**config.mk**
```make
export PLATFORM = sky130hd
export DESIGN_NAME = odd_sum_squarer
export DESIGN_NICKNAME = d
export VERILOG_FILES = /design/src/rtl/sq_pkg.sv /design/src/rtl/sq_adder.sv /design/src/rtl/sq_ctrl.sv /design/src/rtl/sq_datapath.sv /design/src/rtl/odd_sum_squarer.sv
export SDC_FILE = /design/constraint.sdc
export NUM_CORES = 1
export LEC_CHECK = 0
export CAP_MARGIN = 20
export CELL_PAD_IN_SITES_DETAIL_PLACEMENT = 1
export CELL_PAD_IN_SITES_GLOBAL_PLACEMENT = 2
export CORE_MARGIN = 2
export CORE_UTILIZATION = 35
export CTS_BUF_LIST = sky130_fd_sc_hd__clkbuf_8 sky130_fd_sc_hd__clkbuf_16
export CTS_CLUSTER_SIZE = 28
export DETAILED_ROUTE_END_ITERATION = 16
export GPL_ROUTABILITY_DRIVEN = 1
export HOLD_SLACK_MARGIN = 0.06
export PLACE_DENSITY = 0.91
export SETUP_SLACK_MARGIN = 0.15
export SLEW_MARGIN = 20
export SYNTH_ARGS = -nofsm -noshare
export SYNTH_HDL_FRONTEND = slang
export SYNTH_HIERARCHICAL = 1
export SYNTH_SLANG_ARGS = --single-unit
```
**constraint.sdc**
```tcl
create_clock -name clk -period 2.7 [get_ports clk]
set_clock_uncertainty 0.15 [all_clocks]
set_input_delay 0.27 -clock clk [delete_from_list [all_inputs] [get_ports clk]]
set_output_delay 0.27 -clock clk [all_outputs]
set_load 0.1 [all_outputs]
```
**src/rtl/sq_pkg.sv**
```systemverilog
// Shared types for the odd-sum squarer.
// Assumes nothing beyond IEEE 1800-2017 packages.
package sq_pkg;

    // Controller phases: waiting, adding odd terms, presenting the square.
    typedef enum logic [1:0] {
        SQ_IDLE = 2'd0,
        SQ_RUN  = 2'd1,
        SQ_FIN  = 2'd2
    } sq_state_t;

endpackage

```
**src/rtl/sq_adder.sv**
```systemverilog
// Generic unsigned adder; the sum wraps at W bits.
// Assumes callers size the operands so that no wrap happens in use.
module sq_adder #(
    parameter int W = 16
) (
    input  logic [W-1:0] a,
    input  logic [W-1:0] b,
    output logic [W-1:0] sum
);

    // Plain combinational addition.
    always_comb begin
        sum = a + b;
    end

endmodule

```
**src/rtl/sq_ctrl.sv**
```systemverilog
// Sequencer for the squarer: accepts a request, counts the remaining odd
// terms and raises Moore-style ready/done outputs.
// Assumes operand is only sampled on the accepting edge.
module sq_ctrl
    import sq_pkg::*;
#(
    parameter int N = 8
) (
    input  logic         clk,
    input  logic         rst_n,
    input  logic         start,
    input  logic [N-1:0] operand,
    output logic         ready,
    output logic         done,
    output logic         load,
    output logic         step
);

    localparam logic [N-1:0] ONE = N'(1);

    sq_state_t    state;
    logic [N-1:0] left;

    // Moore outputs and datapath strobes decoded from the phase.
    always_comb begin
        ready = (state == SQ_IDLE);
        done  = (state == SQ_FIN);
        load  = (state == SQ_IDLE) && start;
        step  = (state == SQ_RUN);
    end

    // Phase register and remaining-term counter.
    always_ff @(posedge clk) begin
        if (!rst_n) begin
            state <= SQ_IDLE;
            left  <= '0;
        end else begin
            case (state)
                SQ_IDLE: begin
                    if (start) begin
                        left  <= operand;
                        state <= (operand == '0) ? SQ_FIN : SQ_RUN;
                    end
                end
                SQ_RUN: begin
                    left <= left - ONE;
                    if (left == ONE) begin
                        state <= SQ_FIN;
                    end
                end
                SQ_FIN: begin
                    state <= SQ_IDLE;
                end
                default: begin
                    state <= SQ_IDLE;
                end
            endcase
        end
    end

endmodule

```
**src/rtl/sq_datapath.sv**
```systemverilog
// Odd-term register and accumulator. On load both restart (sum 0, odd 1);
// on step the odd term is added to the sum and the odd term grows by two.
// Assumes N >= 2 so the odd register (N+1 bits) is narrower than the sum.
module sq_datapath #(
    parameter int N = 8
) (
    input  logic           clk,
    input  logic           rst_n,
    input  logic           load,
    input  logic           step,
    output logic [2*N-1:0] acc
);

    localparam int AW = 2 * N;
    localparam int OW = N + 1;

    logic [OW-1:0] odd;
    logic [OW-1:0] odd_next;
    logic [AW-1:0] odd_wide;
    logic [AW-1:0] acc_next;
    logic [OW-1:0] two;

    // Constant addend and the widened odd term.
    always_comb begin
        two      = {{(OW-2){1'b0}}, 2'b10};
        odd_wide = {{(AW-OW){1'b0}}, odd};
    end

    sq_adder #(.W(AW)) u_sum_add (
        .a   (acc),
        .b   (odd_wide),
        .sum (acc_next)
    );

    sq_adder #(.W(OW)) u_odd_add (
        .a   (odd),
        .b   (two),
        .sum (odd_next)
    );

    // Accumulator and odd-term registers.
    always_ff @(posedge clk) begin
        if (!rst_n) begin
            acc <= '0;
            odd <= '0;
        end else if (load) begin
            acc <= '0;
            odd <= {{(OW-1){1'b0}}, 1'b1};
        end else if (step) begin
            acc <= acc_next;
            odd <= odd_next;
        end
    end

endmodule

```
**src/rtl/odd_sum_squarer.sv**
```systemverilog
// Top of the odd-sum squarer: a sequencer plus an add-only datapath.
// The square of operand n appears after n accumulation cycles.
// Assumes N >= 2 and a single request in flight.
module odd_sum_squarer #(
    parameter int N = 8
) (
    input  logic           clk,
    input  logic           rst_n,
    input  logic           start,
    input  logic [N-1:0]   operand,
    output logic           ready,
    output logic           done,
    output logic [2*N-1:0] result
);

    logic load;
    logic step;

    sq_ctrl #(.N(N)) u_ctrl (
        .clk     (clk),
        .rst_n   (rst_n),
        .start   (start),
        .operand (operand),
        .ready   (ready),
        .done    (done),
        .load    (load),
        .step    (step)
    );

    sq_datapath #(.N(N)) u_dp (
        .clk   (clk),
        .rst_n (rst_n),
        .load  (load),
        .step  (step),
        .acc   (result)
    );

endmodule

```
==> impl_results.md <==
* Status: complete, no violations
* Area Overhead vs Synth at 19.0%
* Post-route DRC violation count at 0
* CP Launch Type: flop
* Slew @ Worst Pin at 586 ps
* GRT Overall Usage at 0.161
* Ant. Diodes at 0
* Register bit count reported by yosys at 35
* Synth warnings at 6
* Worst setup path class: reg2reg
* CTS tree: yes
* Skew-Pair Late Insertion Delay at 290 ps
* Slowest CP cell: fa_2
* Slew Limit Headroom at 0.609
* Synth Flop Type: dfxtp_1
* Maximum vdd drop at 267 uV
* IO buf count at 28
* Synth Cell Area at 2680 um2
* Buf/Inv on CP at 0
* Largest net degree at the start of global routing at 25
* Worst hold path class: reg2reg
* Setup TNS at 0 ps
* Core area at 7330 um2
* Critical-path cell list: ha_1 > fa_2 > a21o_2 > a311oi_4 > nor3b_1 > a211oi_1 > xnor2_1 > mux2i_1 > nor2_1
* Pwr Density at 532 nW/um2
* Filler cells at 871
* Multi-input gate area at 1940 um2
* Crit-path max FO at 3
* Hold Fails Final Rpt at 0
* Clk slew on worst S/H paths at 80 ps
* Initial DRC Count at 52
* Register area share after synthesis at 0.261
* Max-cap viol count at 0
* CTS Hold Bufs at 0
* Die Width at 91.5 um
* Die extent in y at 91.5 um
* Register area at 709 um2
* HPWL Detailed at 5130 um
* Vias in the first global route at 2372
* Initial antenna violation count at 0
* Lkg Pwr at 0.00135 uW
* Peak Freq at 0.408 GHz
* Main area contributors after synthesis: dfxtp_1 (26%), ha_1 (12%), mux2i_1 (10%)
* Cell row count at 31
* CTS Buf Count at 5
* Netlist cell types at 59
* Worst path max stage delay at 370 ps
* Via/cell ratio at 5.23
* Share of post-route cells with drive strength above 1 at 0.160
* Post-synth EDFFs at 0
* Vias at 2344
* Post-synth top area share at 0.261
* CTS HTree Levels at 2
* NumNets Final at 386
* DR WL/cell at 14.7 um
* Remaining antenna violation count at 0
* DRT Pass-1 Iters at 4
* Final WL at 6570 um
* Setup slack after layout at 251 ps
* Bufs on Longest Clock Path at 2
* Clk sinks at 35
* CP required at 2740 ps
* Crit end category: flop
* Fraction of registers with async set/reset at 0
* Synth area leader: dfxtp_1
* Root buffer cell: clkbuf_8
* RSZ-0062 raised after global routing: yes
* Final Max Tran Viols at 0
* Initial Util at 0.366
* Post-synthesis cell count at 302
* Critical path arrival at 2490 ps
* Total global routing overflow at 0
* Final worst path period need at 2450 ps
* Endpoints failing setup at 0
* DIE AREA at 8370 um2
* DP Worst Slack at 62.9 ps
* First-pass GRT wire length at 11100 um
* Syn_area_per_cell at 8.87 um2
* Final period util at 0.907
* Final Wtd Congestion at 0.770
* Top-Level Pins at 29
* CP top delay family: compound AO/OA/AOI/OAI gates
==> final timing paths <==
check              startpoint           end  slack (ps)  depth (start not counted)
hold reg to reg   u_dp/acc[2]   u_dp/acc[2]         370                          2
setup reg to reg  u_dp/acc[0]  u_dp/acc[14]         250                          9
setup / recovery  u_dp/acc[0]  u_dp/acc[14]         250                          9
hold / removal    u_dp/acc[2]   u_dp/acc[2]         370                          2
==> power breakdown <==
group | total (uW) | switching, uW | internal [uW] | leakage [uW]
registers | 630 | 64.7 | 565 | 0.000289
clock network | 376 | 199 | 177 | 0.0000477
logic | 691 | 416 | 275 | 0.00101
total | 1700 | 680 | 1020 | 0.00135
==> cells in the final DEF (no fill, tap or decap), types with 4 or more instances in the layout <==
master / synthesis / routed
a21o_1: 4 / 4
a21oi_1: 25 / 25
buf_4: 2 / 22
clkbuf_8: 0 / 5
clkdlybuf4s50_1: 0 / 10
conb_1: 2 / 17
dfxtp_1: 35 / 30
dfxtp_2: 0 / 4
ha_1: 25 / 25
inv_1: 11 / 11
mux2i_1: 27 / 27
nand2_1: 17 / 17
nand2b_1: 4 / 4
nand3_1: 5 / 5
nor2_1: 32 / 32
nor2b_1: 6 / 6
nor3_1: 6 / 6
o211ai_1: 5 / 5
o21a_1: 4 / 4
o21ai_0: 10 / 9
o21bai_1: 4 / 4
xnor2_1: 15 / 15
xor2_1: 7 / 7
==> per-stage QoR <==
| stage | hold WS, ps | power, uW | std cells | instance area [um2] | utilization |
|---|---|---|---|---|---|
| 3_5_place_dp | 358 | 1330 | 440 | 3090 | 0.421 |
| 2_1_floorplan | 237 | 1190 | 317 | 2750 | - |
| 5_1_grt | 406 | 1820 | 448 | 3190 | 0.435 |
| 4_1_cts | 379 | 1720 | 448 | 3170 | 0.432 |
| 3_3_place_gp | 334 | 1310 | 440 | 3090 | 0.421 |
| 6_report | 367 | 1700 | 448 | 3190 | 0.435 |
==> synth_stat cells (5+ instances only) <==
| cell type | count |
|---|---|
| o211ai_1 | 5 |
| dfxtp_1 | 35 |
| a21oi_1 | 25 |
| ha_1 | 25 |
| nor2_1 | 32 |
| nor2b_1 | 6 |
| xnor2_1 | 15 |
| mux2i_1 | 27 |
| inv_1 | 11 |
| nor3_1 | 6 |
| o21ai_0 | 10 |
| xor2_1 | 7 |
| nand2_1 | 17 |
| nand3_1 | 5 |
==> logic make-up after synthesis <==
| group | after synthesis | synth area share |
|---|---|---|
| XOR/XNOR | 22 | 0.0719 |
| AO/OA/AOI/OAI | 80 | 0.215 |
| multiplexers | 28 | 0.106 |
| AND/OR/NAND/NOR | 88 | 0.170 |
| buffers and inverters | 20 | 0.0406 |
| other | 2 | 0.00280 |
| adder cells (fa/ha/maj) | 27 | 0.132 |
| flip-flops | 35 | 0.261 |
==> routing by layer <==
metal	vias up	global-route usage	wire, um
li1	1181	-	-
met1	1127	0.205	3080
met2	33	0.284	3230
met3	3	0.0307	245
met4	0	0.0303	16
met5	-	0	0
==> state kept, by name, indices dropped and copies added, names as in the netlist <==
register and cells:
u_dp/acc 16, u_dp/odd 9, u_ctrl/left 8, u_ctrl/state 2
==> area by class of cell <==
cell class	count	share of cell area
multi-input combinational	262	0.610
clock inverter	3	0.00471
tap	99	0.0389
timing repair buffer	33	0.0895
sequential	35	0.223
clock buffer	5	0.0216
inverter	11	0.0130
==> worst register-to-register path: stages, from the launching register on <==
cell      delay, ps
dfxtp_4         350
ha_1            230
fa_2            370
a21o_2          270
a311oi_4        280
nor3b_1         100
a211oi_1        310
xnor2_1         100
mux2i_1         130
nor2_1           50
==> timing repair <==
item / in CTS / in global routing
gates resized for setup: 1 / 3
endpoints found under the setup margin: 2 / 3
setup buffers: 0 / 0
pin swaps: 1 / 0
No activity file was read; power rests on OpenSTA's default activity.
